<file path="src/rtl/lpm_seq.sv">
module lpm_seq #(
  parameter int CNT_W = 8
) (
  input  logic             clk,
  input  logic             rst_n,
  input  logic             mode_wr,
  input  logic [1:0]       mode_wdata,
  input  logic             wfi,
  input  logic             wake_irq,
  input  logic             settle_ack_en,
  input  logic             settle_done,
  input  logic [CNT_W-1:0] settle_cycles,
  input  logic             cluster_ready,
  output logic [1:0]       mode_q,
  output logic             clk_gate,
  output logic             vdd_low,
  output logic             pwr_off,
  output logic             core_rst,
  output logic             sys_sleep_ok,
  output logic             busy,
  output logic [2:0]       seq_state
);

  localparam logic [2:0] S_IDLE  = 3'd0;
  localparam logic [2:0] S_ENTER = 3'd1;
  localparam logic [2:0] S_DOWN  = 3'd2;
  localparam logic [2:0] S_WAIT  = 3'd3;
  localparam logic [2:0] S_UP    = 3'd4;
  localparam logic [2:0] S_READY = 3'd5;

  logic [2:0]       st;
  logic [1:0]       m;
  logic             wfi_q, irq_pend;
  logic [CNT_W-1:0] cnt;

  wire start   = wfi & ~wfi_q & (st == S_IDLE);
  wire settled = settle_ack_en ? settle_done : (cnt == '0);
  wire stby    = (m == 2'b00);
  wire in_low  = (st == S_DOWN) || (st == S_WAIT);

  assign busy         = (st != S_IDLE);
  assign seq_state    = st;
  assign clk_gate     = busy && !stby;
  assign vdd_low      = in_low && (m == 2'b01);
  assign pwr_off      = in_low && m[1];
  assign core_rst     = busy && m[1];
  assign sys_sleep_ok = (st == S_WAIT) && (m == 2'b11);

  always_ff @(posedge clk) begin
    if (!rst_n) begin
      st       <= S_IDLE;
      m        <= 2'b00;
      mode_q   <= 2'b00;
      wfi_q    <= 1'b0;
      irq_pend <= 1'b0;
      cnt      <= '0;
    end else begin
      wfi_q <= wfi;
      if (st == S_IDLE || (st == S_WAIT && irq_pend)) irq_pend <= 1'b0;
      else if (wake_irq)                              irq_pend <= 1'b1;
      if (mode_wr && st == S_IDLE && !start) mode_q <= mode_wdata;
      case (st)
        S_IDLE: if (start) begin
          m  <= mode_q;
          st <= (mode_q == 2'b00) ? S_WAIT : S_ENTER;
        end
        S_ENTER: begin
          cnt <= settle_cycles;
          st  <= S_DOWN;
        end
        S_DOWN:
          if (settled)          st  <= S_WAIT;
          else if (cnt != '0)   cnt <= cnt - CNT_W'(1);
        S_WAIT: if (irq_pend) begin
          cnt <= settle_cycles;
          st  <= stby ? S_READY : S_UP;
        end
        S_UP:
          if (settled)          st  <= S_READY;
          else if (cnt != '0)   cnt <= cnt - CNT_W'(1);
        S_READY: if (cluster_ready) begin
          st <= S_IDLE;
          if (!stby) mode_q <= 2'b00;
        end
        default: st <= S_IDLE;
      endcase
    end
  end

  AST_MODE_LOCKED: assert property (@(posedge clk) disable iff (!rst_n)
    (busy && st != S_READY) |=> (mode_q == $past(mode_q)));
  AST_OFF_NEEDS_RESET: assert property (@(posedge clk) disable iff (!rst_n)
    pwr_off |-> (core_rst && clk_gate));
  AST_RELEASE_AFTER_READY: assert property (@(posedge clk) disable iff (!rst_n)
    $fell(core_rst) |-> $past(cluster_ready));
  AST_SLEEP_ONLY_OFF: assert property (@(posedge clk) disable iff (!rst_n)
    sys_sleep_ok |-> pwr_off);
  AST_NO_LOW_AND_OFF: assert property (@(posedge clk) disable iff (!rst_n)
    !(vdd_low && pwr_off));
  AST_HELD_IRQ_EXITS: assert property (@(posedge clk) disable iff (!rst_n)
    (st == S_WAIT && irq_pend) |=> (st != S_WAIT));
  AST_STATE_LEGAL: assert property (@(posedge clk) disable iff (!rst_n)
    st <= S_READY);

endmodule

</file>
<file path="config.mk">
export PLATFORM = sky130hd
export DESIGN_NAME = lpm_seq
export DESIGN_NICKNAME = d
export VERILOG_FILES = /design/src/rtl/lpm_seq.sv
export SDC_FILE = /design/constraint.sdc
export NUM_CORES = 1
export LEC_CHECK = 0
export BUFFER_PORTS_ARGS = -buffer_cell sky130_fd_sc_hd__buf_4
export CAP_MARGIN = 20
export CORE_MARGIN = 4
export CORE_UTILIZATION = 29
export DETAILED_ROUTE_END_ITERATION = 16
export PLACE_DENSITY = 0.6
export SYNTH_ARGS = -nofsm -noshare
export SYNTH_HDL_FRONTEND = slang
export SYNTH_SLANG_ARGS = --single-unit
export TNS_END_PERCENT = 50
</file>
<file path="constraint.sdc">
create_clock -name clk -period 5.5 [get_ports clk]
set_clock_uncertainty 0.05 [all_clocks]
set_input_delay 1.1 -clock clk [delete_from_list [all_inputs] [get_ports clk]]
set_output_delay 1.1 -clock clk [all_outputs]
set_load 0.05 [all_outputs]
</file>
# ---- Word level (Yosys, flattened, before mapping)
# Index checks and enable logic that the tools add are counted.
dict set report classes {
  multipliers 0
  n_bitwise 4
  n_addsub 1
  reduce_logical 24
  div_mod_pow 0
  magnitude_cmp 0
  muxes 17
  shifts 0
  eq_ne 14
}
# operator count
set op_table {}
lappend op_table {{8-bit 2-to-1 mux} 3}
lappend op_table {{8-bit case mux with 3 select lines} 1}
lappend op_table {{3-bit case mux with 6 select lines} 1}
lappend op_table {{3-bit 2-to-1 mux} 5}
lappend op_table {{2-bit inequality test (second input constant)} 6}
lappend op_table {{2-bit 2-to-1 mux} 5}
lappend op_table {{1-bit logical AND} 8}
lappend op_table {{8-bit zero test} 1}
lappend op_table {{8-bit nonzero test} 1}
lappend op_table {{8-bit by 1-bit subtractor with 8-bit output (second input constant)} 1}
lappend op_table {{3-bit by 2-bit == test with 1-bit output (second input constant)} 2}
lappend op_table {{3-bit == test (second input constant)} 2}
lappend op_table {{3-bit nonzero test} 2}
lappend op_table {{5-bit AND reduction} 1}
lappend op_table {{2-bit zero test} 2}
lappend op_table {{4-bit AND reduction} 1}
lappend op_table {{2-bit OR reduction} 2}
lappend op_table {{3-bit by 1-bit == test with 1-bit output (second input constant)} 1}
lappend op_table {{3-bit zero test} 1}
lappend op_table {{1-bit bitwise AND} 2}
lappend op_table {{2-bit by 1-bit == test with 1-bit output (second input constant)} 1}
lappend op_table {{2-bit == test (second input constant)} 1}
lappend op_table {{1-bit zero test} 2}
lappend op_table {{1-bit logical OR} 2}
lappend op_table {{other kinds (4)} 6}
dict set report totals {
  latchBits 0
  mem_bits_rw 0
  input_bits 18
  out_inout_bits 11
  rom_bits 0
  mem_count 0
  regBits 17
}

# ---- Depth between registers and ports, before layout
dict set report logic_depth {
  depth_word 9
  mapped_depth 7
  depth_no_buf 6
}

# ---- Least setup slack after synthesis
# OpenSTA, ideal clock, no wires.
dict set report synth_timing {
  kind {reg2out}
  startpoint {reg st[1], in the netlist seq_state[1]}
  endpoint {out sys_sleep_ok}
  n_path_buf 1
  slack_ns 2.210
  arrival_time_ns 2.140
  required_time_ns 4.350
  stages_incl_launch_ff 5
  path_cell_list {dfxtp_1 -> buf_2 -> nor2b_1 -> and2_1 -> and3_1}
}
dict set report synth_between {
  elab_chain_cells 2
}
# element line
set synth_rtl {}
lappend synth_rtl {{from (decl)} 31} ;# logic [2:0] st;
lappend synth_rtl {{from (signal assigned)} 65} ;# st <= (mode_q == 2'b00) ? S_WAIT : S_ENTER;
lappend synth_rtl {{from (signal assigned)} 76} ;# st <= stby ? S_READY : S_UP;
lappend synth_rtl {{3-bit by 2-bit == test with 1-bit output} 47} ;# assign sys_sleep_ok = (st == S_WAIT) && (m == 2'b11);
lappend synth_rtl {{1-bit logical AND} 47}
lappend synth_rtl {{to (decl)} 19} ;# output logic sys_sleep_ok,
# No other way between the ends.

# ---- Final worst setup path
dict set report layout_timing {
  startpoint {reg st[0], in the netlist seq_state[0]}
  endpoint {out core_rst}
}
dict set report layout_between {
  elab_chain_cells 2
}
# element line
set layout_rtl {}
lappend layout_rtl {{3-bit nonzero test} 41} ;# assign busy = (st != S_IDLE);
lappend layout_rtl {{1-bit logical AND} 46} ;# assign core_rst = busy && m[1];
lappend layout_rtl {{to (decl)} 18} ;# output logic core_rst,
# No other way between the ends.

==> flow_summary.yaml <==
outcome:
  outcome: "complete, no violations"
finish:
  layout.cells.non_filler: 213
  fin_nets: 186
  areaGrowthSynthToFinish_pct: 25.0
  diodes: 0
  drive_gt1_share_pct: 23.0
  final_cell_mix: "buf_4 (28), dfxtp_1 (17), nand2_1 (15)"
  fill_cells: 411
  final_common_cell: "buf_4"
timing:
  setup_viol_count_final: 0
  tightestPinTransition_ns: 0.828
  rsz0062_at_grt: "no"
  final.period_utilization_pct: 56.2
  fin_crit_ns: 3.09
  tns_ns: 0
  max_freq_ghz: 0.324
  maxSlewViolCount: 0
  relSlewSlack_pct: 44.4
  hold_viol_final: 0
detailed_routing:
  wl_mm: 3.09
  initialDrtViolationCount: 68
  drc: 0
  drtPass1Iterations: 4
  drt-vias-per-instance: 5.48
  num_vias: 1167
  ant_nets: 0
  wl_per_cell_um: 14.5
critical_path:
  slowest_delay_ns: 0.60
  crit_arrival_ns: 1.94
  rr_startpoint: "seq_state[2]"
  cp_max_fo: 24
  cp_top_family: "simple AND/OR/NAND/NOR gates"
  cp_cell_sequence: "nor3_1, inv_1, and2_1, buf_4"
  worstPathRequired_ns: 4.35
  slowest_stage: "nor3_1"
  crit_type: "reg -> out"
  crit_buf_inv: 2
  critPathLaunchType: "flop"
  cp-end-kind: "output pin"
  critPathLaunch: "seq_state[0]"
clock_tree:
  cts_tree: "built"
  clock_path_buffers: 2
  cts.clk_slew.worst_paths_ns: 0.07
  htree_levels: 1
  clkSinkCount: 17
  ctsHoldBuffers: 0
  cts-resized-gates: 0
  root_buffer: "clkbuf_8"
  postCtsSetupRepairBufs: 0
  cts_inserted_buffers: 3
  clock_latency_ns: 0.25
placed_design:
  routabilityCongestion: 0.812
  dp_hpwl_mm: 2.33
  place_inst: 209
  port_buffers: 28
worst_hold_path:
  hold_class: "reg -> reg"
  holdCritStartpoint: "cnt[7]"
die:
  die-area_um2: 4890
  coreArea_um2: 3690
  io_pins: 29
  die_x_um: 69.9
  die_h_um: 69.9
  start_util_pct: 30.2
  core.rowCount: 22
synth:
  ys_types: 44
  avgSynthCellArea_um2: 7.83
  syn_area_um2: 1110
  ys_seq_area_share_pct: 30.6
  async_flop_share_pct: 0
  synth-seq-cells: 17
  synth_nets: 162
  synth_warnings: 0
  syn_inst: 142
  ys.flop_type: "dfxtp_1"
  synth_edf_count: 0
global_route:
  grt_pass1_vias: 1112
  grt_pass1_wl_mm: 5.15
  grt_antenna_before_repair: 0
  grt.overflow.total: 0
  grt_start_max_net_pins: 25
  grtUsageTotal_pct: 12.9
power:
  clockPowerShare_pct: 11.9
  seqPwrFrac_pct: 29.3
  p_sw_w: 0.000395
  swShare_pct: 50.0
  vdd_drop_max_uv: 297
  p_total_w: 0.000791
  power_leakage_nw: 0.547
  intPower_w: 0.000396
  power_frac_comb_pct: 58.8
  pwr_density_cell_nw_per_um2: 569
job:
  drv_cap: 0
==> power by group through the flow <==
stage	clock [W]	combinational, W	sequential (W)
after floorplan	0	0.000360	0.000229
after global placement	0	0.000463	0.000231
after detailed placement	0	0.000463	0.000233
after CTS	0.0000995	0.000466	0.000230
after global routing	0.000105	0.000513	0.000242
final	0.0000945	0.000465	0.000231
==> metal layers <==
layer  GRT usage [%]  share of wire, %
met5               0                 0
met4            5.74               1.8
met3            2.16               6.3
met2            21.1                48
met1            16.4                44
==> per-stage QoR <==
| stage | hold WS [ns] | setup WS [ns] | area, um^2 | utilization [%] |
|---|---|---|---|---|
| global placement | 0.408 | 2.75 | 1340 | 36.4 |
| finish | 0.418 | 2.41 | 1390 | 37.7 |
| detailed placement | 0.410 | 2.68 | 1340 | 36.4 |
| floorplan | 0.389 | 2.21 | 1110 | - |
| global route | 0.459 | 2.22 | 1390 | 37.7 |
| CTS | 0.419 | 2.39 | 1390 | 37.7 |
==> path summary, 6_finish.rpt <==
path	endpoint	slack [ns]	depth (start not counted)
max	core_rst	2.41	4
min	cnt[7]	0.42	2
max reg2reg	cnt[5]	3.10	4
min reg2reg	cnt[7]	0.42	2
==> synth_stat cells, types with 3 or more instances <==
master,number,area share (%)
clkbuf_1,6,2.0
inv_1,4,1.3
dfxtp_1,17,31
nand2_1,15,5.1
a21oi_1,11,4.9
or3b_2,3,2.4
nor3_1,7,3.1
o21ai_0,3,1.3
nor2_1,11,3.7
o32ai_1,7,5.5
a211oi_1,9,6.1
a21boi_0,4,2.7
and2_1,3,1.7
mux2i_1,3,2.7
==> cells by family (layout without fill, tap and decap cells) <==
family	count (synthesis)	after routing	share of synthesized area, %
AOI/OAI and AO/OA	46	46	29.6
xor gates and xnor gates	2	2	1.58
adders and majority gates	2	2	2.25
buffers and inverters	14	37	5.17
DFF	17	17	30.6
muxes	3	3	2.70
and+or+nand+nor	58	58	28.1
==> state kept, by name (all words and copies together), names as in the netlist <==
signal	cells
cnt	8
seq_state	3
m	2
mode_q	2
irq_pend	1
wfi_q	1
==> cell type report <==
type                    count  area (um^2)  share of cell area, %
clock buffers               3         41.3                   2.97
clock inverters             1         5.00                  0.360
multi-input cells         111          714                   51.4
inverters                   5         18.8                   1.35
flip-flops and latches     17          340                   24.5
well taps                  48         60.1                   4.32
repair buffers             28          210                   15.1
==> worst min-delay path: stages (launching register included) <==
cell	delay, ns
dfxtp_1	0.31
nand2_1	0.05
o32ai_1	0.05
(Power assumes the default switching activity.)
